`src/rtl/oled_cmd_pkg.sv`:
```
package oled_cmd_pkg;

  localparam int unsigned MAX_ARGS = 8;
  localparam int unsigned ARG_W    = $clog2(MAX_ARGS + 1);

  localparam logic [7:0] OP_COL_WIN = 8'h15;
  localparam logic [7:0] OP_ROW_WIN = 8'h75;
  localparam logic [7:0] OP_MODE    = 8'hA0;
  localparam logic [7:0] OP_GREY    = 8'hB8;

  typedef enum logic [1:0] {
    K_NONE  = 2'd0,
    K_COL   = 2'd1,
    K_ROW   = 2'd2,
    K_MODE  = 2'd3
  } cmd_kind_e;

  typedef struct packed {
    logic             known;
    logic [ARG_W-1:0] nargs;
    cmd_kind_e        kind;
  } op_info_t;

  function automatic op_info_t decode_op(input logic [7:0] op);
    op_info_t r;
    r = '{known: 1'b1, nargs: '0, kind: K_NONE};
    case (op)
      OP_COL_WIN: begin r.nargs = ARG_W'(2); r.kind = K_COL; end
      OP_ROW_WIN: begin r.nargs = ARG_W'(2); r.kind = K_ROW; end
      OP_MODE:    begin r.nargs = ARG_W'(1); r.kind = K_MODE; end
      OP_GREY:    r.nargs = ARG_W'(MAX_ARGS);
      8'h81, 8'hA1, 8'hA2, 8'hA8, 8'hAD,
      8'hB1, 8'hB2, 8'hB3, 8'hBC, 8'hBE, 8'hBF:
                  r.nargs = ARG_W'(1);
      8'h84, 8'h85, 8'h86, 8'hA4, 8'hA5, 8'hA6, 8'hA7,
      8'hAE, 8'hAF, 8'hE3, 8'hFF:
                  r.nargs = '0;
      default:    r.known = 1'b0;
    endcase
    return r;
  endfunction

endpackage

```
`src/rtl/oled_op_decode.sv`:
```
module oled_op_decode
  import oled_cmd_pkg::*;
(
  input  logic [7:0] op_i,
  output op_info_t   info_o
);
  always_comb info_o = decode_op(op_i);
endmodule

```
`src/rtl/oled_arg_collect.sv`:
```
module oled_arg_collect
  import oled_cmd_pkg::*;
(
  input  logic       clk_i,
  input  logic       rst_ni,
  input  logic       cmd_valid_i,
  input  logic [7:0] byte_i,
  output logic       done_o,
  output cmd_kind_e  done_kind_o,
  output logic [7:0] first_arg_o,
  output logic [7:0] last_arg_o,
  output logic       err_o
);

  op_info_t         info;
  logic             pend_q, pend_d;
  cmd_kind_e        kind_q, kind_d;
  logic [ARG_W-1:0] need_q, need_d, got_q, got_d;
  logic [7:0]       first_q, first_d;
  logic             err_d;

  oled_op_decode u_dec (.op_i(byte_i), .info_o(info));

  always_comb begin
    pend_d      = pend_q;
    kind_d      = kind_q;
    need_d      = need_q;
    got_d       = got_q;
    first_d     = first_q;
    err_d       = 1'b0;
    done_o      = 1'b0;
    done_kind_o = K_NONE;
    first_arg_o = first_q;
    last_arg_o  = byte_i;
    if (cmd_valid_i) begin
      if (!pend_q) begin
        if (!info.known) begin
          err_d = 1'b1;
        end else if (info.nargs == '0) begin
          done_o      = 1'b1;
          done_kind_o = info.kind;
        end else begin
          pend_d = 1'b1;
          kind_d = info.kind;
          need_d = info.nargs;
          got_d  = '0;
        end
      end else begin
        if (got_q == '0) first_d = byte_i;
        if (got_q == '0) first_arg_o = byte_i;
        got_d = got_q + ARG_W'(1);
        if (got_q + ARG_W'(1) == need_q) begin
          done_o      = 1'b1;
          done_kind_o = kind_q;
          pend_d      = 1'b0;
          got_d       = '0;
        end
      end
    end
  end

  always_ff @(posedge clk_i or negedge rst_ni) begin
    if (!rst_ni) begin
      pend_q  <= 1'b0;
      kind_q  <= K_NONE;
      need_q  <= '0;
      got_q   <= '0;
      first_q <= '0;
      err_o   <= 1'b0;
    end else begin
      pend_q  <= pend_d;
      kind_q  <= kind_d;
      need_q  <= need_d;
      got_q   <= got_d;
      first_q <= first_d;
      err_o   <= err_d;
    end
  end

  // pending count never reaches the number required
  assert_arg_bound_R7: assert property (@(posedge clk_i) disable iff (!rst_ni)
    pend_q |-> (got_q < need_q) && (need_q <= ARG_W'(MAX_ARGS)));

  // an error pulse never coincides with a pending command start
  assert_err_idle_R8: assert property (@(posedge clk_i) disable iff (!rst_ni)
    err_o |-> !pend_q);

  // without a command byte, parse state holds
  assert_hold_idle_R11: assert property (@(posedge clk_i) disable iff (!rst_ni)
    !cmd_valid_i |=> $stable(pend_q) && $stable(got_q));

endmodule

```
`src/rtl/oled_win_regs.sv`:
```
module oled_win_regs
  import oled_cmd_pkg::*;
#(
  parameter int unsigned NCOL = 64,
  parameter int unsigned NROW = 80,
  localparam int unsigned CW  = $clog2(NCOL),
  localparam int unsigned RW  = $clog2(NROW)
) (
  input  logic          clk_i,
  input  logic          rst_ni,
  input  logic          done_i,
  input  cmd_kind_e     kind_i,
  input  logic [7:0]    first_i,
  input  logic [7:0]    last_i,
  output logic [CW-1:0] col_start_o,
  output logic [CW-1:0] col_end_o,
  output logic          col_load_o,
  output logic [RW-1:0] row_start_o,
  output logic [RW-1:0] row_end_o,
  output logic          row_load_o,
  output logic [7:0]    remap_o
);

  logic [CW-1:0] col_s, col_e;
  logic [RW-1:0] row_s, row_e;
  logic          do_col, do_row, do_mode;

  always_comb begin
    col_s   = CW'(32'(first_i) % NCOL);
    col_e   = CW'(32'(last_i)  % NCOL);
    row_s   = RW'(32'(first_i) % NROW);
    row_e   = RW'(32'(last_i)  % NROW);
    do_col  = done_i && (kind_i == K_COL);
    do_row  = done_i && (kind_i == K_ROW);
    do_mode = done_i && (kind_i == K_MODE);
  end

  always_ff @(posedge clk_i or negedge rst_ni) begin
    if (!rst_ni) begin
      col_start_o <= '0;
      col_end_o   <= CW'(NCOL - 1);
      row_start_o <= '0;
      row_end_o   <= RW'(NROW - 1);
      remap_o     <= '0;
      col_load_o  <= 1'b0;
      row_load_o  <= 1'b0;
    end else begin
      col_load_o <= do_col;
      row_load_o <= do_row;
      if (do_col) begin
        col_start_o <= col_s;
        col_end_o   <= col_e;
      end
      if (do_row) begin
        row_start_o <= row_s;
        row_end_o   <= row_e;
      end
      if (do_mode) remap_o <= last_i;
    end
  end

  assert_row_range_R3: assert property (@(posedge clk_i) disable iff (!rst_ni)
    (32'(row_start_o) < NROW) && (32'(row_end_o) < NROW));

  assert_col_range_R2: assert property (@(posedge clk_i) disable iff (!rst_ni)
    (32'(col_start_o) < NCOL) && (32'(col_end_o) < NCOL));

  // window moves only alongside its load strobe
  assert_col_load_R2: assert property (@(posedge clk_i) disable iff (!rst_ni)
    !col_load_o |-> $stable(col_start_o) || $past(!rst_ni));

  assert_strobe_excl_R3: assert property (@(posedge clk_i) disable iff (!rst_ni)
    $onehot0({col_load_o, row_load_o}));

endmodule

```
`src/rtl/oled_cmd_parser.sv`:
```
module oled_cmd_parser
  import oled_cmd_pkg::*;
#(
  parameter int unsigned NCOL = 64,
  parameter int unsigned NROW = 80,
  localparam int unsigned CW  = $clog2(NCOL),
  localparam int unsigned RW  = $clog2(NROW)
) (
  input  logic          clk_i,
  input  logic          rst_ni,
  input  logic          byte_valid_i,
  input  logic [7:0]    byte_i,
  input  logic          data_sel_i,
  output logic          pix_we_o,
  output logic [7:0]    pix_data_o,
  output logic [CW-1:0] col_start_o,
  output logic [CW-1:0] col_end_o,
  output logic          col_load_o,
  output logic [RW-1:0] row_start_o,
  output logic [RW-1:0] row_end_o,
  output logic          row_load_o,
  output logic [7:0]    remap_o,
  output logic          vert_o,
  output logic          err_o
);

  localparam int unsigned VERT_BIT = 2;

  logic       cmd_valid, pix_valid;
  logic       done;
  cmd_kind_e  done_kind;
  logic [7:0] first_arg, last_arg;

  assign cmd_valid = byte_valid_i && !data_sel_i;
  assign pix_valid = byte_valid_i && data_sel_i;

  oled_arg_collect u_coll (
    .clk_i       (clk_i),
    .rst_ni      (rst_ni),
    .cmd_valid_i (cmd_valid),
    .byte_i      (byte_i),
    .done_o      (done),
    .done_kind_o (done_kind),
    .first_arg_o (first_arg),
    .last_arg_o  (last_arg),
    .err_o       (err_o)
  );

  oled_win_regs #(.NCOL(NCOL), .NROW(NROW)) u_regs (
    .clk_i       (clk_i),
    .rst_ni      (rst_ni),
    .done_i      (done),
    .kind_i      (done_kind),
    .first_i     (first_arg),
    .last_i      (last_arg),
    .col_start_o (col_start_o),
    .col_end_o   (col_end_o),
    .col_load_o  (col_load_o),
    .row_start_o (row_start_o),
    .row_end_o   (row_end_o),
    .row_load_o  (row_load_o),
    .remap_o     (remap_o)
  );

  always_ff @(posedge clk_i or negedge rst_ni) begin
    if (!rst_ni) begin
      pix_we_o   <= 1'b0;
      pix_data_o <= '0;
    end else begin
      pix_we_o <= pix_valid;
      if (pix_valid) pix_data_o <= byte_i;
    end
  end

  assign vert_o = remap_o[VERT_BIT];

  assert_pix_we_R1: assert property (@(posedge clk_i) disable iff (!rst_ni)
    pix_we_o |-> $past(byte_valid_i && data_sel_i));

  assert_pix_data_R1: assert property (@(posedge clk_i) disable iff (!rst_ni)
    pix_we_o |-> pix_data_o == $past(byte_i));

  assert_data_no_cfg_R1: assert property (@(posedge clk_i) disable iff (!rst_ni)
    (byte_valid_i && data_sel_i) |=> !col_load_o && !row_load_o && !err_o);

  assert_err_vs_pix_R8: assert property (@(posedge clk_i) disable iff (!rst_ni)
    err_o |-> !pix_we_o);

endmodule

```
`config.mk`:
```
export PLATFORM = sky130hd
export DESIGN_NAME = oled_cmd_parser
export DESIGN_NICKNAME = d
export VERILOG_FILES = /design/src/rtl/oled_cmd_pkg.sv /design/src/rtl/oled_op_decode.sv /design/src/rtl/oled_arg_collect.sv /design/src/rtl/oled_win_regs.sv /design/src/rtl/oled_cmd_parser.sv
export SDC_FILE = /design/constraint.sdc
export NUM_CORES = 1
export LEC_CHECK = 0
export ABC_CLOCK_PERIOD_IN_PS = 2600
export BUFFER_PORTS_ARGS = -buffer_cell sky130_fd_sc_hd__clkbuf_2
export CAP_MARGIN = 20
export CORE_MARGIN = 1.5
export CORE_UTILIZATION = 29
export DETAILED_ROUTE_END_ITERATION = 8
export PLACE_DENSITY = 0.48
export SLEW_MARGIN = 30
export SYNTH_ARGS = -nofsm -noshare
export SYNTH_HDL_FRONTEND = slang
export SYNTH_SLANG_ARGS = --single-unit
```
`constraint.sdc`:
```
create_clock -name clk_i -period 2.6 [get_ports clk_i]
set_input_delay 0.26 -clock clk_i [delete_from_list [all_inputs] [get_ports clk_i]]
set_output_delay 0.26 -clock clk_i [all_outputs]
set_load 0.05 [all_outputs]
```
==> results by group <==
Clocking
  • Worst-path clk slew: 80 ps
  • CTS tree: built
  • Longest Clk Path Bufs: 2
  • Htree depth: 3
  • CTS root buffer: clkbuf_8
  • Clock sinks: 64
  • Post-CTS Setup Inserts: 0
  • Total CTS buffers: 9
  • Clk_lat worst skew: 350 ps

Hold path
  • Hold Path Origin: byte_i[0]
  • Worst Hold Class: in -> reg

Synth
  • Sequential fraction of the synthesis area: 50.0%
  • Yosys cell types: 54
  • Synthesized Nets: 322
  • Synth warn: 0
  • Asr flop ratio synth: 100%
  • Syn Inst Count: 305
  • Syn_area_per_cell: 10.6 sq um
  • Synthesized area: 0.00323 sq mm
  • Synthesis-stage register bit count: 64
  • Main synth FF type: dfrtp_1
  • Post-synth EDFFs: 0

Power
  • Leak: 1.90 nW
  • P per Cell Area: 710 mW/mm^2
  • Clock network fraction of total power: 31.8%
  • Seq pwr share: 42.6%
  • Sw Share: 33.9%
  • VDD IR max: 0.366 mV
  • Net Sw Power: 944 uW
  • Int Power: 1.84 mW
  • Combinational share of power: 25.5%

Placed design
  • Placed Area: 0.00370 sq mm
  • GPL Wtd Cong: 0.784
  • PortBufs: 58
  • Cells after DPL: 498
  • Detailed placement HPWL: 5.64 mm

Outcome
  • Outcome: completed

Timing
  • Final setup viols: 0
  • Slew Limit Fails: 0
  • Final Hold Viols: 0
  • Final hold slack: 220 ps
  • RSZ-0062 raised after global routing: no
  • Slew margin rel.: 55.4%
  • Slew @ Worst Pin: 669 ps
  • Final Skew: 4.65 ps
  • Max Freq: 0.441 GHz
  • Final clock period utilization by the worst path: 87.3%
  • Fin crit period: 2270 ps
  • Setup TNS: 0 ps

Route
  • Drt wl/cell: 14.8 um
  • DRC viols: 0
  • Routed vias/inst: 4.84
  • Post-Route WL: 7.63 mm
  • ANT nets after route: 0
  • DR iter-0 viols: 78
  • Pre-antenna DRT Iters: 4
  • Vias: 2493

Critical path
  • Required @ worst endpoint: 2840 ps
  • Crit path from: u_coll.got_q[0]
  • Setup crit start kind: register
  • Critical Path Fanout Max: 5
  • Critical Path AT: 2510 ps
  • WS Path Type: reg -> reg
  • Worst R2R Start: u_coll.got_q[0]
  • CP Capture Type: register

Floorplanning
  • Die X-Extent: 109 um
  • Rows: 38
  • Die area: 0.0118 sq mm
  • Die height: 109 um
  • # IOs: 59
  • Core footprint: 0.0108 sq mm
  • Initial core utilization: 29.8%

Flow run
  • Max_cap viols: 0

Finish
  • Area Overhead vs Synth: 21.4%
  • # fillers: 1132
  • Fin cells: 515
  • Final net count: 387
  • Antenna Diode Count: 0
  • Post-route cell area: 0.00392 sq mm
  • Fraction of layout cells with a size suffix above 1: 39.2%

GRT
  • Vias in the first global route: 2541
  • Total track usage: 14.6%
  • First-pass GRT wire length: 13.0 mm
  • Initial antenna violation count: 0
  • Largest net degree at the start of global routing: 30
  • Grt ovf: 0
==> worst paths after layout <==
check / slack, ps / cells after the start / end
min reg2reg: 460 / 2 / u_regs.row_end_o[0]
min in group asynchronous: 490 / 2 / u_coll.need_q[3]
max in group asynchronous: 1320 / 3 / u_regs.row_end_o[6]
min: 220 / 3 / u_regs.row_end_o[0]
max reg2reg: 330 / 11 / u_regs.row_start_o[6]
max: 330 / 11 / u_regs.row_start_o[6]
==> sequential cells by signal, indices dropped and copies added, names as in the netlist, 2 cells and up <==
register / count
u_regs.col_end_o: 6
u_coll.need_q: 3
pix_data_o: 8
u_regs.row_start_o: 7
u_coll.kind_q: 2
u_coll.first_q: 8
u_regs.col_start_o: 6
u_regs.remap_o: 8
u_regs.row_end_o: 7
u_coll.got_q: 4
==> area by class of cell <==
cell class / count / area [sq um] / area share, %
inverters: 15 / 61.3 / 1.56
clock buffers: 10 / 138 / 3.51
multi-input cells: 209 / 1470 / 37.6
repair buffers: 71 / 390 / 9.95
clock inverters: 6 / 68.8 / 1.75
flip-flops and latches: 64 / 1620 / 41.2
well taps: 140 / 175 / 4.47
==> metal layers <==
layer / up-vias / part of all wire [%] / global-route usage (%)
met5: - / 0 / 0
met4: 0 / 2.5 / 7.14
met3: 13 / 4.7 / 4.10
met2: 56 / 46 / 22.3
met1: 1219 / 46 / 18.9
li1: 1205 / - / -
==> through the flow <==
stage / util [%] / setup slack (ps) / power, mW
after CTS: 36.1 / 209 / 2.82
after floorplan: - / 220 / 1.72
after global placement: 34.2 / 305 / 1.91
after detailed placement: 34.2 / 222 / 1.92
after global routing: 36.2 / 68.3 / 2.97
final: 36.2 / 331 / 2.79
==> synth_stat cells (all sizes together) (2+ instances only) <==
library cell | number | area [sq um]
o211ai | 3 | 27.5
nor3 | 8 | 51.3
mux2i | 6 | 72.6
buf | 4 | 35.0
inv | 14 | 52.6
a22oi | 2 | 15.0
ha | 5 | 62.6
xor2 | 5 | 43.8
a31oi | 4 | 25.0
dfrtp | 53 | 1330
nand2b | 3 | 18.8
xnor2 | 4 | 35.0
or3 | 2 | 12.5
or2 | 4 | 25.0
o21ai | 23 | 119
nand4 | 4 | 46.3
mux2 | 35 | 394
a21oi | 15 | 75.1
dfstp | 11 | 289
nor2b | 3 | 18.8
o2111ai | 2 | 17.5
clkbuf | 13 | 48.8
nand3 | 12 | 60.1
nor2 | 15 | 56.3
nor3b | 2 | 15.0
nand2 | 34 | 128
==> critical path, stage by stage (launching register included) <==
cell,delay (ps)
dfrtp_1,400
inv_1,90
ha_1,240
nand4_4,160
mux2i_1,270
ha_1,280
nor2b_2,180
a21oi_1,90
mux2i_1,140
nor3_1,60
a31oi_1,150
a31oi_1,100
==> cell families after synthesis <==
group	after synthesis	synth area share, %
adders and majority gates	5	1.94
DFF	64	50.0
buffers and inverters	32	4.49
xor gates and xnor gates	9	2.44
and+or+nand+nor	95	15.5
muxes	41	14.4
AOI/OAI and AO/OA	59	11.2
==> power by group through the flow <==
| stage | Combinational, mW | Sequential [mW] | Clock (mW) |
|---|---|---|---|
| 2_1_floorplan | 0.458 | 1.26 | 0 |
| 3_3_place_gp | 0.707 | 1.20 | 0 |
| 3_5_place_dp | 0.710 | 1.21 | 0 |
| 4_1_cts | 0.712 | 1.19 | 0.921 |
| 5_1_grt | 0.803 | 1.21 | 0.961 |
| 6_report | 0.711 | 1.19 | 0.887 |
==> layout by cell type, fill, tap and decap left out, types with 5 or more instances in the layout <==
master | netlist | final
nand3_1 | 12 | 12
o21ai_0 | 21 | 21
dfrtp_1 | 53 | 53
ha_1 | 5 | 5
a21oi_1 | 15 | 15
mux2i_1 | 5 | 5
xor2_1 | 5 | 5
clkbuf_8 | 0 | 10
nor3_1 | 7 | 7
nand2_1 | 34 | 34
inv_1 | 14 | 14
clkbuf_2 | 0 | 57
mux2_2 | 35 | 35
nor2_1 | 15 | 15
dfstp_2 | 11 | 11
buf_4 | 1 | 12
==> timing repair <==
action | 4_1_cts | 5_1_grt
hold buffers | 1 | 0
gates resized for setup | 0 | 2
hold endpoints to repair | 20 | 0
setup endpoints to repair | 0 | 1
(Power assumes the default switching activity.)
